[src/rtl/pwm_clkgen.sv]
module pwm_clkgen #(
  parameter int NTAPS = 11,
  parameter int DIV_W = 8,
  localparam int PRE_W = $clog2(NTAPS),
  localparam int CNT_W = NTAPS - 1
) (
  input  logic             clk,
  input  logic             rst_n,
  input  logic             pwr_en,
  input  logic             cfg_we,
  input  logic [PRE_W-1:0] cfg_pre_a,
  input  logic [DIV_W-1:0] cfg_div_a,
  input  logic [PRE_W-1:0] cfg_pre_b,
  input  logic [DIV_W-1:0] cfg_div_b,
  output logic [NTAPS-1:0] tap_en,
  output logic             clka_en,
  output logic             clkb_en
);

  logic [CNT_W-1:0] cnt;

  always_ff @(posedge clk or negedge rst_n)
    if (!rst_n)      cnt <= '0;
    else if (pwr_en) cnt <= cnt + 1'b1;

  assign tap_en[0] = 1'b1;

  for (genvar k = 1; k < NTAPS; k++) begin : g_tap
    assign tap_en[k] = pwr_en & (&cnt[k-1:0]);
  end

  logic [PRE_W-1:0] pre_r [2];
  logic [DIV_W-1:0] div_r [2];
  logic [DIV_W-1:0] dcnt  [2];
  logic [1:0]       hit;
  logic [PRE_W-1:0] new_pre [2];
  logic [DIV_W-1:0] new_div [2];

  assign new_pre[0] = cfg_pre_a;
  assign new_pre[1] = cfg_pre_b;
  assign new_div[0] = cfg_div_a;
  assign new_div[1] = cfg_div_b;

  for (genvar d = 0; d < 2; d++) begin : g_div
    logic sel, tick, on;

    always_comb begin
      sel = 1'b0;
      for (int k = 0; k < NTAPS; k++)
        if (pre_r[d] == PRE_W'(k)) sel = tap_en[k];
    end

    assign tick   = sel & pwr_en;
    assign on     = div_r[d] != '0;
    assign hit[d] = tick & on & (dcnt[d] == div_r[d] - DIV_W'(1));

    always_ff @(posedge clk or negedge rst_n)
      if (!rst_n) begin
        pre_r[d] <= '0;
        div_r[d] <= '0;
        dcnt[d]  <= '0;
      end else if (cfg_we) begin
        pre_r[d] <= new_pre[d];
        div_r[d] <= new_div[d];
        dcnt[d]  <= '0;
      end else if (tick && on) begin
        dcnt[d]  <= hit[d] ? '0 : dcnt[d] + 1'b1;
      end
  end

  assign clka_en = hit[0];
  assign clkb_en = hit[1];

endmodule

[config.mk]
export PLATFORM = sky130hd
export DESIGN_NAME = pwm_clkgen
export DESIGN_NICKNAME = d
export VERILOG_FILES = /design/src/rtl/pwm_clkgen.sv
export SDC_FILE = /design/constraint.sdc
export NUM_CORES = 1
export LEC_CHECK = 0
export ABC_AREA = 1
export BUFFER_PORTS_ARGS = -buffer_cell sky130_fd_sc_hd__clkbuf_2
export CAP_MARGIN = 20
export CORE_MARGIN = 2
export CORE_UTILIZATION = 59
export DETAILED_ROUTE_END_ITERATION = 10
export PLACE_DENSITY = 0.8
export SYNTH_ARGS = -nofsm -noshare
export SYNTH_HDL_FRONTEND = slang
export SYNTH_SLANG_ARGS = --single-unit
export TNS_END_PERCENT = 20
[constraint.sdc]
create_clock -name clk -period 2.49 [get_ports clk]
set_input_delay 0.498 -clock clk [delete_from_list [all_inputs] [get_ports clk]]
set_output_delay 0.498 -clock clk [all_outputs]
set_load 0.01 [all_outputs]
# [Yosys cells after proc, flatten, opt, wreduce, memory -nomap -nowiden]
# Index checks and enable logic that the tools add are counted.
# Widths: inputs -> output; s select.
[word_totals] regBits=50 in_bits=28
[op_classes] n_addsub=5 n_eq_ne=22 n_mux=28 n_bitwise=16 n_reduce_logical=17
[op_table] op="$mux 8" count=6
[op_table] op="$eq 4x3->1 const B" count=8
[op_table] op="$eq 4x4->1 const B" count=6
[op_table] op="$mux 1" count=22
[op_table] op="$add 8x1->8 const B" count=2
[op_table] op="$and 1x1->1" count=16
[op_table] op="$eq 4x2->1 const B" count=4
[op_table] op="$eq 8x8->1" count=2
[op_table] op="$reduce_bool 8->1" count=2
[op_table] op="$sub 8x1->8 const B" count=2
[op_table] op="$add 10x1->10 const B" count=1
[op_table] op="$reduce_and 10->1" count=1
[op_table] op="$reduce_and 9->1" count=1
[op_table] op="$eq 4x1->1 const B" count=2
[op_table] op="$logic_not 4->1" count=2
[op_table] op="$reduce_and 8->1" count=1
[op_table] op="$reduce_and 7->1" count=1
[op_table] op="$reduce_and 6->1" count=1
[op_table] op="$reduce_and 5->1" count=1
[op_table] op="$reduce_and 4->1" count=1
[op_table] op="$reduce_bool 2->1" count=2
[op_table] op="$reduce_and 3->1" count=1
[op_table] op="$logic_and 1x1->1" count=2
[op_table] op="$reduce_and 2->1" count=1

# [Logic depth before layout (Yosys ltp)]
[logic_depth] ltp_word=18 mapped_depth=17 mapped_depth_nobuf=17

# [Least setup slack after synthesis]
# No wires, ideal clock.
[synth_path] kind="register -> output" startpoint="register cnt[0]" endpoint="output clka_en" t_arrival_ns=1.848 required_time_ns=1.992 path_slack_ns=0.144 stages_incl_launch_ff=17 path_cell_list="dfrtp_1 > ha_1 > nand2_2 > nor2_4 > nand2_2 > nor2_2 > inv_2 > nor2_4 > ha_1 > nand2_1 > inv_2 > nand3_1 > nand2_1 > inv_2 > nand2_8 > nand2_4 > nor2_1"
[synth_via] word_cells_on_any_way=32
[synth_rtl] element="start: declaration" line_no="20" rtl="logic [CNT_W-1:0] cnt;"
[synth_rtl] element="start signal: assignment" line_no="24" rtl="else if (pwr_en) cnt <= cnt + 1'b1;"
[synth_rtl] element="$reduce_and 9->1" line_no="29" rtl="assign tap_en[k] = pwr_en & (&cnt[k-1:0]);"
[synth_rtl] element="$and 1x1->1" line_no="29"
[synth_rtl] element="named net tap_en[9]" line_no="15" rtl="output logic [NTAPS-1:0] tap_en,"
[synth_rtl] element="$mux 1 (2 in a row)" line_no="50" rtl="if (pre_r[d] == PRE_W'(k)) sel = tap_en[k];"
[synth_rtl] element="$and 1x1->1" line_no="53" rtl="assign tick = sel & pwr_en;"
[synth_rtl] element="$and 1x1->1 (2 in a row)" line_no="55" rtl="assign hit[d] = tick & on & (dcnt[d] == div_r[d] - DIV_W'(1));"
[synth_rtl] element="end: declaration" line_no="16" rtl="output logic clka_en,"
# The timed path passes the listed nets, and every way through them passes these cells.

# [Final worst setup path]
[layout_path] startpoint="register cnt[0]" endpoint="output clkb_en"
[layout_via] elab_chain_cells=14 word_cells_on_any_way=32
[layout_lines] element="$and 1x1->1 or $reduce_and 2->1 (tied branches)" line_no="29"
[layout_lines] element="$mux 1 or $and 1x1->1 (tied branches)" line_no="50, 29"
[layout_lines] element="$mux 1 (8 in a row)" line_no="50"
[layout_lines] element="$mux 1 *" line_no="50"
[layout_lines] element="$and 1x1->1 *" line_no="53"
[layout_lines] element="$and 1x1->1 * (2 in a row)" line_no="55"
[layout_lines] element="end: declaration" line_no="17" rtl="output logic clkb_en"
# Every way passes the cells marked *; elsewhere a longest branch is shown, timed or not.

==> run metrics <==
status=complete, but fails checks; failing checks=setup timing; post-DP HPWL=approximately 6000 µm; TritonCTS clock tree=built; Avg Cell Area, Syn=6.93 µm²; hold buffers post-CTS=0; Fmax=between 0.3 and 0.4 GHz; Setup Skew=9.20 ps; Leak=around 2.3 nW; Ys Warns=0; Async SR Flop Fraction=100%; Yosys reg bits=50; required time of the worst setup path=1990 ps; CTS Buf Count=5; worst rel slew slack=52.6%; first-pass GRT wire length=~14000 µm; Starting Density=60.4%; Synth Cell Area=about 0.0035 mm²; I/O Buffers=39; GPL Wtd Cong=0.975; unrepaired setup endpoints after global routing=true; initial antenna violation count=0; Worst-path clk slew=roughly 100 ps; root buffer cell=clkbuf_8; Routed Antenna Nets=0; largest area contributor in the netlist=dfrtp_1; setup TNS=-260 ps; critical-path maximum fanout=3; die area=around 0.0066 mm²; reg-to-reg endpoint=dcnt[14]$_DFFE_PN0P_; Tmin final=2620 ps; area post-placement=roughly 0.0038 mm²; Crit path arrival time=approximately 2100 ps; FP Rows=28; Routed WL per cell=approximately 13 µm; First DRT Iteration DRCs=between 150 and 200; DRC violations left=0; Clock Latency Late Sink=around 300 ps; vias per cell=5.19; vias in the first global route=3140; total detailed-routing wirelength=8170 µm; Area Growth Syn to Fin=17.3%; Final WS setup=-132 ps; Finished Core Util=a little under three quarters; worst hold path class=input port to asynchronous set/reset pin; Syn Nets=548; Max VDD drop=approximately 410 µV; Non-Filler Instances=around 640; ratio of cells with drive above 1 in the final layout=approximately 23%; Slew @ Worst Pin=just over 700 ps; R2R depth=15; synthesized instance count=slightly above 500; Nets=608; endpoints failing setup=2; commonest non-fill, non-tap cell in the layout=nand2_1; GRT overflow=0; sequential area share after synthesis=roughly 35%; Unique masters post-synth=30; kind of critical path=flip-flop to output pin; diode count=0; CTS sink count=50; number of flops mapped to enable cells by yosys=0; Synth area leaders=dfrtp_1 35%, nand2_1 17%, inv_1 6.8%; die span in y=81.4 µm; Worst Setup End Kind=output pin; Via Count=between 3000 and 4000; Yosys top cell area share=35.4%; R2R Setup Slk=410 ps; Core Footprint=about 0.0059 mm²; final std cell area, no fill=a little over 0.004 mm²; largest net degree at the start of global routing=50; most frequent cells in the layout=155 x nand2_1, 64 x inv_1, 50 x dfrtp_1, 43 x nor2_1, 37 x clkbuf_2; Final Slew Violations=0; H-tree levels=2; max cap viols=0; Fin. Hold Viols=0; clock buffer depth=2; PD cells=approximately 530 mW/mm²; total power=between 2 and 2.5 mW; CP Launch Type=flip-flop; fillers=about 450; boundary pin count=a little over 40; main flop type after synthesis=dfrtp_1; Tcrit/Tclk final=105%; placed insts=around 620; gr usage total=between 20% and 30%; die span in x=81.4 µm; FF-to-FF Start=cnt[0]$_DFFE_PN0P_; drt first pass iters=5
## critical path, stage by stage, from the launching register on
cell	delay, ps
dfrtp_1	410
ha_4	170
nand2_4	60
nor2_4	100
nand2_2	60
nor2_2	90
inv_2	50
nor2_4	110
ha_4	140
nand2_2	50
inv_2	90
nand3_2	60
nand2_2	80
inv_2	50
nand2_8	80
nand2_8	50
nor2_4	80
buf_6	100
## where the power goes
| part | switching (mW) | internal, mW | leakage [nW] |
|---|---|---|---|
| logic | 0.419 | 0.277 | 1.62 |
| clock network | 0.270 | 0.215 | 0.0431 |
| registers | 0.111 | 0.910 | 0.635 |
## Yosys cell counts, types with 2 or more instances
| cell type | count |
|---|---|
| nor2_4 | 3 |
| o21ai_1 | 3 |
| buf_4 | 2 |
| nand2_2 | 5 |
| inv_2 | 18 |
| nor2_2 | 2 |
| inv_1 | 64 |
| nand3_2 | 11 |
| ha_1 | 10 |
| clkbuf_1 | 5 |
| nand3_1 | 34 |
| dfrtp_1 | 50 |
| nor3_1 | 4 |
| xnor2_1 | 8 |
| xor2_1 | 12 |
| nand2_4 | 3 |
| buf_2 | 2 |
| nand2_1 | 160 |
| nand4_1 | 25 |
| nand2_8 | 3 |
| o21ai_0 | 27 |
| clkinv_2 | 3 |
| a41oi_1 | 2 |
| clkinv_1 | 3 |
| nor2_1 | 46 |
## repair_timing
action,CTS,global route
gates resized for setup,6,18
pin swaps,9,15
setup buffers,11,4
endpoints found under the setup margin,2,3
cloned,1,0
## cell type report
class	count	area (µm²)	area share [%]
clock buffers	6	82.6	1.99
inverters	88	337	8.11
multi-input cells	364	2010	48.3
flip-flops and latches	50	1250	30.2
well taps	75	93.8	2.26
repair buffers	61	379	9.14
## worst max-delay path by stage
stage                  startpoint  endpoint  slack [ps]
2_1_floorplan  cnt[0]$_DFFE_PN0P_   clka_en         140
3_3_place_gp   cnt[1]$_DFFE_PN0P_   clkb_en         140
3_5_place_dp   cnt[1]$_DFFE_PN0P_   clka_en          40
4_1_cts        cnt[0]$_DFFE_PN0P_   clka_en        -220
5_1_grt        cnt[0]$_DFFE_PN0P_   clkb_en        -310
6_report       cnt[0]$_DFFE_PN0P_   clkb_en        -130
## flip-flops by register name (all words and copies together) (netlist names)
register / cells
div_r: 16
pre_r: 8
dcnt: 16
cnt: 10
## metal layers
| layer | share of wire, % | vias to the layer above | track usage, % |
|---|---|---|---|
| li1 | - | 1719 | - |
| met2 | 50 | 84 | 46.8 |
| met1 | 44 | 1526 | 34.0 |
| met5 | 0 | - | 0 |
| met4 | 1.6 | 0 | 7.12 |
| met3 | 5.0 | 15 | 5.49 |
## logic make-up (layout without fill, tap and decap cells)
family / count (synthesis) / count (layout) / share of synthesized area (%)
AOI/OAI and AO/OA: 34 / 34 / 5.20
xor gates and xnor gates: 20 / 20 / 4.95
adders and majority gates: 10 / 10 / 3.54
buffers and inverters: 97 / 155 / 10.7
DFF: 50 / 50 / 35.4
other: 1 / 1 / 0.106
and+or+nand+nor: 298 / 299 / 40.1
## metrics by stage
step / setup slack [ps] / hold slack [ps]
5_1_grt: -310 / 277
3_5_place_dp: 40.4 / 488
3_3_place_gp: 139 / 463
4_1_cts: -216 / 242
6_report: -132 / 221
2_1_floorplan: 144 / 202
(Power assumes the default switching activity.)
